--- config.mk ---
export PLATFORM = sky130hd
export DESIGN_NAME = hs_dma_gate
export DESIGN_NICKNAME = d
export VERILOG_FILES = /design/src/rtl/hsg_pkg.sv /design/src/rtl/hsg_edge_detect.sv /design/src/rtl/hsg_ctrl.sv /design/src/rtl/hsg_dpath.sv /design/src/rtl/hs_dma_gate.sv
export SDC_FILE = /design/constraint.sdc
export NUM_CORES = 1
export LEC_CHECK = 0
export ABC_AREA = 1
export BUFFER_PORTS_ARGS = -buffer_cell sky130_fd_sc_hd__clkbuf_2
export CELL_PAD_IN_SITES_DETAIL_PLACEMENT = 1
export CELL_PAD_IN_SITES_GLOBAL_PLACEMENT = 2
export CORE_MARGIN = 2
export CORE_UTILIZATION = 34
export DETAILED_ROUTE_END_ITERATION = 12
export PLACE_DENSITY_LB_ADDON = 0.1
export SLEW_MARGIN = 20
export SYNTH_ARGS = -nofsm -noshare
export SYNTH_HDL_FRONTEND = slang
export SYNTH_SLANG_ARGS = --single-unit
--- constraint.sdc ---
create_clock -name clk -period 5.8 [get_ports clk]
set_clock_uncertainty 0.2 [all_clocks]
set_input_delay 0.58 -clock clk [delete_from_list [all_inputs] [get_ports clk]]
set_output_delay 0.58 -clock clk [all_outputs]
set_load 0.03 [all_outputs]
--- src/rtl/hsg_pkg.sv ---
package hsg_pkg;
  typedef struct packed {
    logic clearAll;
    logic incPend;
    logic loadWin;
    logic ackWin;
  } gateStrobe_t;
endpackage

--- src/rtl/hsg_edge_detect.sv ---
module hsg_edge_detect #(
  parameter int SYNC_STAGES = 2
) (
  input  logic clk,
  input  logic rstN,
  input  logic asyncIn,
  output logic rise
);
  logic [SYNC_STAGES:0] chain;

  always_ff @(posedge clk or negedge rstN) begin
    if (!rstN) chain <= '0;
    else       chain <= {chain[SYNC_STAGES-1:0], asyncIn};
  end

  // chain[SYNC_STAGES-1] is the synchronised level, the top bit its previous value
  assign rise = chain[SYNC_STAGES-1] & ~chain[SYNC_STAGES];
endmodule

--- src/rtl/hsg_ctrl.sv ---
module hsg_ctrl
  import hsg_pkg::*;
(
  input  logic        enable,
  input  logic        rise,
  input  logic        dmaReq,
  input  logic        dmaAck,
  input  logic        winOpen,
  input  logic        pendAny,
  output gateStrobe_t strobe,
  output logic        gatedReq
);
  always_comb begin
    strobe.clearAll = ~enable;
    strobe.incPend  = enable & rise;
    strobe.loadWin  = enable & ~winOpen & pendAny;
    strobe.ackWin   = enable & winOpen & dmaReq & dmaAck;
    gatedReq        = enable ? (dmaReq & winOpen) : dmaReq;
  end
endmodule

--- src/rtl/hsg_dpath.sv ---
module hsg_dpath
  import hsg_pkg::*;
#(
  parameter int CNTW = 3,
  parameter int LENW = 8
) (
  input  logic            clk,
  input  logic            rstN,
  input  gateStrobe_t     strobe,
  input  logic            blockMode,
  input  logic [LENW-1:0] blockLen,
  output logic [CNTW-1:0] pendCount,
  output logic            overflow,
  output logic            winOpen,
  output logic            pendAny
);
  localparam logic [CNTW-1:0] PEND_MAX = '1;

  logic [CNTW-1:0] pend;
  logic [LENW-1:0] win;
  logic [LENW-1:0] loadVal;
  logic            pendFull;
  logic            grow;
  logic            shrink;

  assign pendFull = (pend == PEND_MAX);
  assign grow     = strobe.incPend & ~strobe.loadWin;
  assign shrink   = strobe.loadWin & ~strobe.incPend;

  always_comb begin
    if (blockMode && (blockLen != '0)) loadVal = blockLen;
    else                               loadVal = LENW'(1);
  end

  always_ff @(posedge clk or negedge rstN) begin
    if (!rstN) begin
      pend     <= '0;
      win      <= '0;
      overflow <= 1'b0;
    end else if (strobe.clearAll) begin
      pend     <= '0;
      win      <= '0;
      overflow <= 1'b0;
    end else begin
      if (grow && !pendFull) pend <= pend + 1'b1;
      else if (shrink)       pend <= pend - 1'b1;
      if (grow && pendFull)  overflow <= 1'b1;
      if (strobe.loadWin)     win <= loadVal;
      else if (strobe.ackWin) win <= win - 1'b1;
    end
  end

  assign pendCount = pend;
  assign pendAny   = (pend != '0);
  assign winOpen   = (win != '0);
endmodule

--- src/rtl/hs_dma_gate.sv ---
module hs_dma_gate
  import hsg_pkg::*;
#(
  parameter int NCH         = 2,
  parameter int CNTW        = 3,
  parameter int LENW        = 8,
  parameter int SYNC_STAGES = 2
) (
  input  logic                 clk,
  input  logic                 rstN,
  input  logic [NCH-1:0]       hsEnable,
  input  logic [NCH-1:0]       blockMode,
  input  logic [NCH*LENW-1:0]  blockLen,
  input  logic [NCH-1:0]       extReq,
  input  logic [NCH-1:0]       dmaReq,
  input  logic [NCH-1:0]       dmaAck,
  output logic [NCH-1:0]       gatedReq,
  output logic [NCH*CNTW-1:0]  pendCount,
  output logic [NCH-1:0]       overflow
);
  for (genvar c = 0; c < NCH; c++) begin : g_chan
    logic        rise;
    logic        winOpen;
    logic        pendAny;
    gateStrobe_t strobe;

    hsg_edge_detect #(.SYNC_STAGES(SYNC_STAGES)) u_edge (
      .clk(clk), .rstN(rstN), .asyncIn(extReq[c]), .rise(rise)
    );

    hsg_ctrl u_ctrl (
      .enable(hsEnable[c]), .rise(rise), .dmaReq(dmaReq[c]), .dmaAck(dmaAck[c]),
      .winOpen(winOpen), .pendAny(pendAny), .strobe(strobe), .gatedReq(gatedReq[c])
    );

    hsg_dpath #(.CNTW(CNTW), .LENW(LENW)) u_dpath (
      .clk(clk), .rstN(rstN), .strobe(strobe), .blockMode(blockMode[c]),
      .blockLen(blockLen[c*LENW +: LENW]), .pendCount(pendCount[c*CNTW +: CNTW]),
      .overflow(overflow[c]), .winOpen(winOpen), .pendAny(pendAny)
    );
  end
endmodule

==> reports/metrics.csv, run 1 <==
stage,metric,value,unit
run_status,outcome,finished clean,
timing,whs,0.1591,ns
timing,rsz0062_at_grt,no,
clocking,h-tree-depth,2,
synthesis,yosysSeqAreaShare,36.06,%
clocking,hold_buffers,0,
power,pwr-share-comb,56.5,%
grt,grtUsageTotal,16.87,%
grt,grt_max_degree,31,
timing,worst_pin_slew,0.7874,ns
power,p_clk_share,15.7,%
worst_setup_path,path_common_cell,nor2_1,
die,dieWidth,82.25,um
finish,drive_gt1_share,20.38,%
worst_setup_path,crit_buf_inv,3,
worst_setup_path,path_cells,"inv_1, ha_1, nand3_1, nor2_1, nand2_1, clkinv_1, nor2_1, clkbuf_2",
finish,n_antenna_cell,0,
clocking,cts_buffers,5,
synthesis,ys_warn_count,0,
worst_setup_path,r2r-end,g_chan[0].u_dpath.pendCount[1],
die,num_rows,28,
finish,areaGrowthSynthToFinish,14.66,%
worst_setup_path,crit_fanout,4,
worst_setup_path,reg2reg_slack,3.50,ns
power,p_leak,0.001213,uW
die,start_util,35.16,%
power,power.density,467.0,nW/um^2
routing,wl,5029,um
routing,ant_nets,0,
synthesis,yosysTopAreaCell,dfrtp_1,
grt,antenna_found_initial,0,
timing,final.period_utilization,41.57,%
finish,final_cell_mix,"76 x nand2_1, 37 x clkbuf_2, 36 x nand3_1, 30 x inv_1, 30 x dfrtp_1",
power,p_int,577.0,uW
run,cap_violations,0,
hold_path,holdPathStages,0,
timing,tns,0,ns
worst_setup_path,worstReg2RegStart,g_chan[0].u_dpath.win[0],
grt,grt_pass1_wl,8542,um
routing,remaining_drc_errors,0,
synthesis,synth_area_leaders,"dfrtp_1 36%, nand2_1 14%, nand3_1 8.7%",
placement,gp_congestion,0.7478,
placement,port_buffers,37,
clocking,clock_path_buffers,2,
timing,finalHoldViolCount,0,
clocking,cts-root-buf,clkbuf_8,
synthesis,synth_cell_type_count,39,
worst_setup_path,cp.required,5.02,ns
power,peakVddDrop,140.8,uV
synthesis,synth_nets,311,
hold_path,hold_class,reg2reg,
hold_path,hold_path_startpoint,g_chan[0].u_edge.chain[0],
clocking,path_clk_slew,0.06,ns
clocking,clk_latency,0.28,ns
worst_setup_path,worstPathArrival,1.63,ns
worst_setup_path,startpoint_type,flop,
synthesis,synth_area,2082,sq um
worst_setup_path,crit_path_top_delay_cell,dfrtp_1,
clocking,cts_tree,yes,
routing,vias,1904,
synthesis,synth.top_cell.area_share,36.06,%
routing,via_per_inst,4.895,
clocking,cts_resized,0,
finish,fillers,776,
timing,max_slew_margin,47.51,%
worst_setup_path,cpPeakStageDelay,0.38,ns
grt,grt.overflow.total,0,
timing,slew_violations,0,
power,p_seq_share,27.8,%
die,fp.coreArea,5921,sq um
timing,period_needed,2.411,ns
timing,fmax,0.4147,GHz
routing,first_iter_violations,30,
finish,layout_commonest_cell,nand2_1,
worst_setup_path,critPathCaptureType,output port,
worst_setup_path,reg2reg_depth,11,
power,swShare,48.24,%
grt,grt_pass1_vias,1849,
synthesis,syn_area_per_cell,7.516,sq um
clocking,post_cts_buffers,0,
hold_path,holdPathEnd,g_chan[0].u_edge.chain[1],
synthesis,syn_inst,277,
power,power.switching,537.9,uW
synthesis,yosys_register_bits,30,
finish,finish.net_count,347,
die,io_pins,38,
worst_setup_path,path_delay_family,simple AND/OR/NAND/NOR gates,
routing,firstDrtPassIters,4,
placement,dp_hpwl,3916,um
die,dieArea,6765,sq um
timing,setup_viol,0,
clocking,cts_sinks,30,
die,fp.dieH,82.25,um
routing,post_drt_wl_per_cell,12.93,um
worst_setup_path,criticalPathCategory,reg2out,
-- cell usage after synthesis --
cell type,instances
nor2_1,20
a31oi_2,1
nand4_2,1
o21ai_2,1
nor2_4,1
nand3b_1,1
nand4_1,10
a21boi_0,1
o211ai_1,1
clkinv_1,1
o22ai_1,1
inv_2,2
inv_1,30
clkinv_4,1
nand2_1,76
buf_8,1
nor3_1,1
xnor2_1,3
xor2_1,7
a21oi_1,4
a21oi_2,1
dfrtp_1,30
nand2_2,3
o21ai_1,6
o21ai_0,12
o21a_1,1
fa_1,2
o221ai_1,1
ha_1,4
nand3_4,1
nand3_2,2
nand2_4,1
nor2_8,1
nand3_1,36
buf_4,6
clkbuf_2,1
a21oi_4,2
and2_1,1
nor2_2,2
-- per-stage QoR --
step	cell area [sq um]	worst slack (ns)	power (uW)	cells	utilization (%)
after floorplan	2082	3.673	822.7	277	-
after global placement	2296	3.518	946.5	381	38.78
final	2387	3.389	1115	389	40.32
after detailed placement	2296	3.456	957.2	381	38.78
after CTS	2387	3.342	1141	389	40.32
after global routing	2387	3.235	1238	389	40.32
-- worst max path at each step --
stage                     depth (start not counted)  slack, ns                           start                              to
after CTS                                         8       3.34        g_chan[0].u_dpath.win[0]                     gatedReq[0]
after global routing                              8       3.24        g_chan[0].u_dpath.win[0]                     gatedReq[0]
after detailed placement                         10       3.46                     hsEnable[0]  g_chan[0].u_dpath.pendCount[1]
after floorplan                                   9       3.67  g_chan[0].u_dpath.pendCount[0]  g_chan[0].u_dpath.pendCount[1]
final                                             8       3.39        g_chan[0].u_dpath.win[0]                     gatedReq[0]
after global placement                           10       3.52                     hsEnable[0]  g_chan[0].u_dpath.pendCount[1]
-- worst register-to-register path: stages (launching register included) --
cell and delay, ns:
dfrtp_1 0.38, inv_1 0.13, ha_1 0.21, nand2_1 0.08, nor2_2 0.13, nand3_2 0.17, nand3_1 0.18, inv_1 0.07
fa_1 0.48, nor2_1 0.05, nand2_1 0.06, o21ai_0 0.07
-- power groups by stage --
stage | registers, uW | clock network (uW) | logic (uW)
2_1_floorplan | 341 | 0 | 482
3_3_place_gp | 314 | 0 | 632
3_5_place_dp | 315 | 0 | 643
4_1_cts | 311 | 184 | 646
5_1_grt | 320 | 194 | 724
6_report | 310 | 175 | 630
-- cell type report --
type	instances	area, sq um	area share, %
clock inverter	1	5.005	0.2096
timing repair buffer	37	185.2	7.757
inverter	34	132.6	5.556
tap	75	93.84	3.931
clock buffer	7	86.33	3.616
sequential	30	750.7	31.45
multi-input combinational	205	1134	47.48
-- sequential cells by signal (all words and copies together), names as in the netlist --
signal	cells
g_chan.u_dpath.overflow	2
g_chan.u_dpath.pendCount	6
g_chan.u_dpath.win	16
g_chan.u_edge.chain	6
-- cells by family (layout without fill, tap and decap cells) --
group                      count (synthesis)  in the layout  synth area share, %
buffers and inverters                     42             79                9.495
DFF                                       30             30                36.06
adders and majority gates                  6              6                4.327
and+or+nand+nor                          157            157                35.82
xor gates and xnor gates                  10             10                4.207
AOI/OAI and AO/OA                         32             32                10.10
-- layer usage --
metal | share of wire (%) | vias to the layer above | GRT usage, %
li1 | - | 971 | -
met5 | 0 | - | 0
met3 | 2.9 | 8 | 2.609
met1 | 47 | 897 | 21.47
met4 | 1.9 | 0 | 7.000
met2 | 48 | 28 | 28.39
(Power assumes the default switching activity.)
==> run 2, diff against run 1 <==
--- a/config.mk
+++ b/config.mk
@@ -10,7 +10,7 @@
 export CELL_PAD_IN_SITES_DETAIL_PLACEMENT = 1
 export CELL_PAD_IN_SITES_GLOBAL_PLACEMENT = 2
 export CORE_MARGIN = 2
-export CORE_UTILIZATION = 34
+export CORE_UTILIZATION = 28
 export DETAILED_ROUTE_END_ITERATION = 12
 export PLACE_DENSITY_LB_ADDON = 0.1
 export SLEW_MARGIN = 20
==> constraint.sdc (replaced) <==
create_clock -name clk -period 2 [get_ports clk]
set_clock_uncertainty 0.2 [all_clocks]
set_input_delay 0.2 -clock clk [delete_from_list [all_inputs] [get_ports clk]]
set_output_delay 0.2 -clock clk [all_outputs]
set_load 0.03 [all_outputs]
==> run 2 against run 1 <==
Compared with the run above:
- sequential power grew to 2.9 times the previous value
- critical path depth rose by 3
- highest routed layer unchanged
- wire length increased by 14%
- global-route usage decreased by 1.8 points
- cell area grew 16%
- clock power rose to 3.0 times the previous value
- largest power group unchanged
- clock-buffer cell count did not move
- sequential cell count did not move
==> reports/metrics.csv, run 2 (synthesized netlist as in run 1, its figures left out) <==
stage,metric,value,unit
finish,n_antenna_cell,0,
clocking,h-tree-depth,2,
finish,drive_gt1_share,34.20,%
timing,worst_pin_slew,0.3472,ns
timing,max_slew_margin,76.86,%
placement,post-place-cells,430,
clocking,cts_buffers,5,
timing,slew_violations,0,
grt,antenna_found_initial,0,
finish,layout_commonest_cell,nand2_1,
worst_setup_path,cpPeakStageDelay,0.51,ns
finish,final_cell_mix,"75 x nand2_1, 37 x clkbuf_2, 33 x nand3_1, 31 x buf_4, 24 x dfrtp_1",
finish,finish.net_count,381,
timing,whs,0.04484,ns
finish,regMostFlops,g_chan.u_dpath.win,
finish,largest_reg_flops,16,
clocking,clock_path_buffers,2,
grt,grt.overflow.total,0,
routing,ant_nets,0,
clocking,cts_tree,yes,
run,cap_violations,0,
hold_path,hold_class,in2reg,
routing,firstDrtPassIters,4,
finish,fillers,938,
clocking,clk_latency,0.28,ns
placement,post-place-ws,0.009611,ns
die,dieWidth,90.23,um
run_status,outcome,finished clean,
timing,setup_slack,0.04369,ns
worst_setup_path,path_delay_family,adder cells,
finish,stdcell_count,447,
worst_setup_path,crit_fanout,2,
power,peakVddDrop,448.2,uV
finish,multi_input_area,1211,sq um
routing,first_iter_violations,30,
clocking,cts-root-buf,clkbuf_8,
grt,grt_max_degree,15,
routing,via_per_inst,4.537,
power,power.density,1322,nW/um^2
grt,grt_pass1_vias,2153,
grt,grtUsageTotal,15.02,%
worst_setup_path,criticalPathCategory,reg2reg,
power,total_power,3655,uW
worst_setup_path,crit_buf_inv,2,
routing,remaining_drc_errors,0,
worst_setup_path,path_cells,"inv_2, ha_4, nand2_2, nor2_4, nand3_2, nand3_2, inv_2, fa_2, nor2_1, nand2_1, o21ai_1",
power,p_leak,0.001377,uW
timing,period_needed,1.956,ns
timing,final.period_utilization,97.82,%
placement,gp_congestion,0.7220,
die,num_rows,31,
grt,grt_pass1_wl,9977,um
finish,areaGrowthSynthToFinish,32.81,%
clocking,cts_sinks,30,
timing,setup_viol,0,
worst_setup_path,crit_path_top_delay_cell,fa_2,
placement,dp_hpwl,4493,um
worst_setup_path,startpoint_type,flop,
die,io_pins,38,
worst_setup_path,worstPathArrival,1.92,ns
routing,post_drt_wl_per_cell,12.83,um
timing,rsz0062_at_grt,yes,
clocking,path_clk_slew,0.07,ns
worst_setup_path,critPathCaptureType,flop,
placement,port_buffers,37,
die,fp.dieH,90.23,um
die,dieArea,8141,sq um
routing,wl,5737,um
worst_setup_path,cp.required,1.96,ns
routing,vias,2028,
die,fp.coreArea,7214,sq um
timing,fmax,0.5112,GHz
timing,finalHoldViolCount,0,
die,start_util,28.86,%
finish,regArea,758.2,sq um
## run 2: cell types whose count changed in the layout (fill, tap and decap cells not counted), sizes merged
cell,previous run,this run
buf,0,31
dlygate4sd3,0,3
## run 2: worst paths after layout
kind,startpoint,endpoint,slack (ns),depth (start not counted)
min reg2reg,g_chan[0].u_edge.chain[0],g_chan[0].u_edge.chain[1],0.15,0
min in group asynchronous,rstN,g_chan[0].u_dpath.win[5],0.15,2
max reg2reg,g_chan[0].u_dpath.win[1],g_chan[0].u_dpath.pendCount[1],0.04,11
max in group asynchronous,rstN,g_chan[1].u_dpath.pendCount[0],0.94,3
max,g_chan[0].u_dpath.win[1],g_chan[0].u_dpath.pendCount[1],0.04,11
min,blockLen[0],g_chan[0].u_dpath.win[0],0.04,3
## run 2: layout make-up
| cell class | count | area share (%) |
|---|---|---|
| timing repair buffer | 71 | 16.20 |
| clock inverter | 1 | 0.1810 |
| multi-input combinational | 205 | 43.80 |
| sequential | 30 | 27.42 |
| clock buffer | 7 | 3.122 |
| tap | 99 | 4.480 |
| inverter | 34 | 4.796 |
## run 2: timing repair
action	CTS	global route
buffers inserted	1	5
gates resized for setup	3	12
endpoints found under the hold margin	32	0
pin swaps	1	5
endpoints found under the setup margin	1	12
hold buffers	3	0
## run 2: routing by layer
| metal | share of wire (%) | GRT usage, % |
|---|---|---|
| met5 | 0 | 0 |
| met4 | 0.96 | 4.487 |
| met3 | 1.9 | 2.598 |
| met2 | 52 | 27.44 |
| met1 | 45 | 17.93 |
## run 2: tightest hold or removal path, cell delays in order
cell and delay, ns:
clkbuf_2 0.09, o221ai_1 0.13, nand2_1 0.07
## run 2: report_power, final
group / internal [uW] / leakage, uW / switching, uW
Combinational: 913 / 0.000944 / 1320
Sequential: 763 / 0.000385 / 133
Clock: 278 / 0.0000482 / 247
Total: 1950 / 0.00138 / 1700
## run 2: stage by stage
| step | setup TNS [ns] | util (%) | cell area [sq um] |
|---|---|---|---|
| 2_1_floorplan | -0.02525 | - | 2122 |
| 3_5_place_dp | 0 | 35.40 | 2554 |
| 3_3_place_gp | 0 | 35.40 | 2554 |
| 5_1_grt | -0.2287 | 38.33 | 2765 |
| 4_1_cts | 0 | 37.36 | 2695 |
| 6_report | 0 | 38.33 | 2765 |
==> run 3, diff against run 2 <==
--- a/config.mk
+++ b/config.mk
@@ -9,6 +9,7 @@
 export BUFFER_PORTS_ARGS = -buffer_cell sky130_fd_sc_hd__clkbuf_2
 export CELL_PAD_IN_SITES_DETAIL_PLACEMENT = 1
 export CELL_PAD_IN_SITES_GLOBAL_PLACEMENT = 2
+export CORE_ASPECT_RATIO = 1.25
 export CORE_MARGIN = 2
 export CORE_UTILIZATION = 28
 export DETAILED_ROUTE_END_ITERATION = 12
==> run 3 against run 2 <==
Compared with the run above:
- first-iteration DRC count increased by 23%
- combinational power increased by 2%
- highest routed layer unchanged
- power fell by 0.56%
- non-clock buffer count is the same
- sequential share of layout area grew 0.26 points
- clock-buffer cell count fell by 1
- clock power shrank 7.0%
- wire length shrank 0.91%
- cell area fell by 0.77%
==> reports/metrics.csv, run 3 (synthesized netlist as in run 1, its figures left out) <==
stage,metric,value,unit
placement,post-place-ws,0.001445,ns
clocking,cts_buffers,5,
die,fp.dieH,100.4,um
power,total_power,3634,uW
power,pwr-share-comb,62.4,%
clocking,clock_path_buffers,2,
clocking,h-tree-depth,2,
grt,met1_usage,17.04,%
clocking,clk_latency,0.29,ns
worst_setup_path,worstReg2RegStart,g_chan[0].u_dpath.win[1],
grt,grt_pass1_wl,9411,um
power,peakVddDrop,361.9,uV
finish,layout_commonest_cell,nand2_1,
worst_setup_path,startpoint_type,flop,
placement,post-place-cells,423,
power,p_clk_share,13.4,%
routing,firstDrtPassIters,4,
finish,regMostFlops,g_chan.u_dpath.win,
finish,fin_util,37.52,%
grt,grt.overflow.total,0,
grt,grt-busiest-layer,met2,
routing,remaining_drc_errors,0,
grt,antenna_found_initial,0,
timing,max_slew_margin,72.24,%
die,dieArea,8146,sq um
finish,stdcell_count,440,
finish,largest_reg_flops,16,
power,swShare,46.60,%
power,p_seq_share,24.2,%
placement,dp_hpwl,4393,um
power,p_int,1941,uW
clocking,cts_tree,yes,
clocking,cts-root-buf,clkbuf_8,
timing,fmax,0.5131,GHz
worst_setup_path,crit_fanout,2,
finish,final_cell_mix,"75 x nand2_1, 36 x clkbuf_2, 34 x nand3_1, 32 x buf_4",
worst_setup_path,criticalPathCategory,reg2reg,
die,num_rows,35,
finish,finish.net_count,381,
placement,gp_congestion,0.7730,
run_status,outcome,finished clean,
timing,worst_pin_slew,0.4165,ns
grt,grt_max_degree,31,
worst_setup_path,reg2reg_slack,0.05,ns
routing,ant_nets,0,
die,dieWidth,81.13,um
worst_setup_path,worstSetupStartpoint,g_chan[0].u_dpath.win[1],
timing,slew_violations,0,
worst_setup_path,worstPathArrival,1.93,ns
run,cap_violations,0,
routing,wl,5685,um
worst_setup_path,cp.required,1.98,ns
hold_path,hold_path_startpoint,hsEnable[0],
timing,setup_viol,0,
clocking,cts_sinks,30,
routing,post_drt_wl_per_cell,12.92,um
routing,first_iter_violations,37,
grt,met3_usage,2.698,%
die,io_pins,38,
clocking,path_clk_slew,0.07,ns
worst_setup_path,critPathCaptureType,flop,
timing,period_needed,1.949,ns
power,p_leak,0.001372,uW
power,power.density,1325,nW/um^2
power,power.switching,1694,uW
finish,areaGrowthSynthToFinish,31.79,%
finish,n_antenna_cell,0,
timing,rsz0062_at_grt,yes,
placement,port_buffers,37,
routing,via_per_inst,4.620,
hold_path,hold_class,in2reg,
timing,final.period_utilization,97.45,%
timing,setup_slack,0.05104,ns
timing,finalHoldViolCount,0,
routing,vias,2033,
die,start_util,28.47,%
grt,use_met2,28.10,%
grt,grt_pass1_vias,2076,
finish,drive_gt1_share,33.91,%
die,fp.coreArea,7313,sq um
grt,grtUsageTotal,15.13,%
run 3: changes by cell type in the layout (fill, tap and decap cells not counted), sizes merged:
| cell | delta |
|---|---|
| buf | +1 |
| clkbuf | -2 |
| clkinv | +1 |
run 3: worst paths after layout:
kind / endpoint / cells after the start
setup / recovery: g_chan[0].u_dpath.pendCount[1] / 11
hold / removal: g_chan[0].u_dpath.overflow / 3
setup reg to reg: g_chan[0].u_dpath.pendCount[1] / 11
hold reg to reg: g_chan[0].u_edge.chain[1] / 0
max in group asynchronous: g_chan[1].u_dpath.pendCount[2] / 3
min in group asynchronous: g_chan[0].u_dpath.overflow / 3
run 3: cell type report:
cell class	instances	area, sq um
well taps	92	115.1
fillers	920	4569
inverters	34	132.6
clock inverters	2	10.01
flip-flops and latches	30	759.5
clock buffers	6	72.57
repair buffers	71	450.4
multi-input cells	205	1204
run 3: power groups by stage:
stage	Combinational, uW	Sequential, uW	Clock, uW
2_1_floorplan	1430	1000	0
3_3_place_gp	2160	885	0
3_5_place_dp	2170	891	0
4_1_cts	2210	882	510
5_1_grt	2550	904	539
6_report	2270	880	488
run 3: critical path, cell delays in order, from the launching register on:
cell     delay [ns]
dfrtp_1        0.39
inv_2          0.09
ha_4           0.15
nand2_4        0.05
nor2_4         0.09
nand3_2        0.08
nand3_2        0.08
inv_2          0.04
fa_1           0.52
nor2_1         0.04
nand2_1        0.06
o21ai_1        0.05
run 3: timing repair:
action | in CTS | in global routing
hold buffers | 3 | 0
resized for setup | 4 | 13
endpoints found under the hold margin | 32 | 0
setup endpoints to repair | 2 | 14
buffers inserted | 1 | 5
pin swaps | 1 | 11
run 3: per-layer routing:
layer / up-vias / share of wire (%)
li1: 1035 / -
met1: 960 / 42
met2: 32 / 54
met3: 6 / 2.9
met4: 0 / 1.3
met5: - / 0
run 3: metrics by stage:
step	hold slack, ns	instance area, sq um	setup TNS [ns]
final	0.004869	2744	0
after global routing	0.05052	2744	-0.1819
after CTS	0.006942	2680	0
after detailed placement	0.05843	2545	0
after global placement	0.05575	2545	0
after floorplan	-0.2956	2122	-0.02525
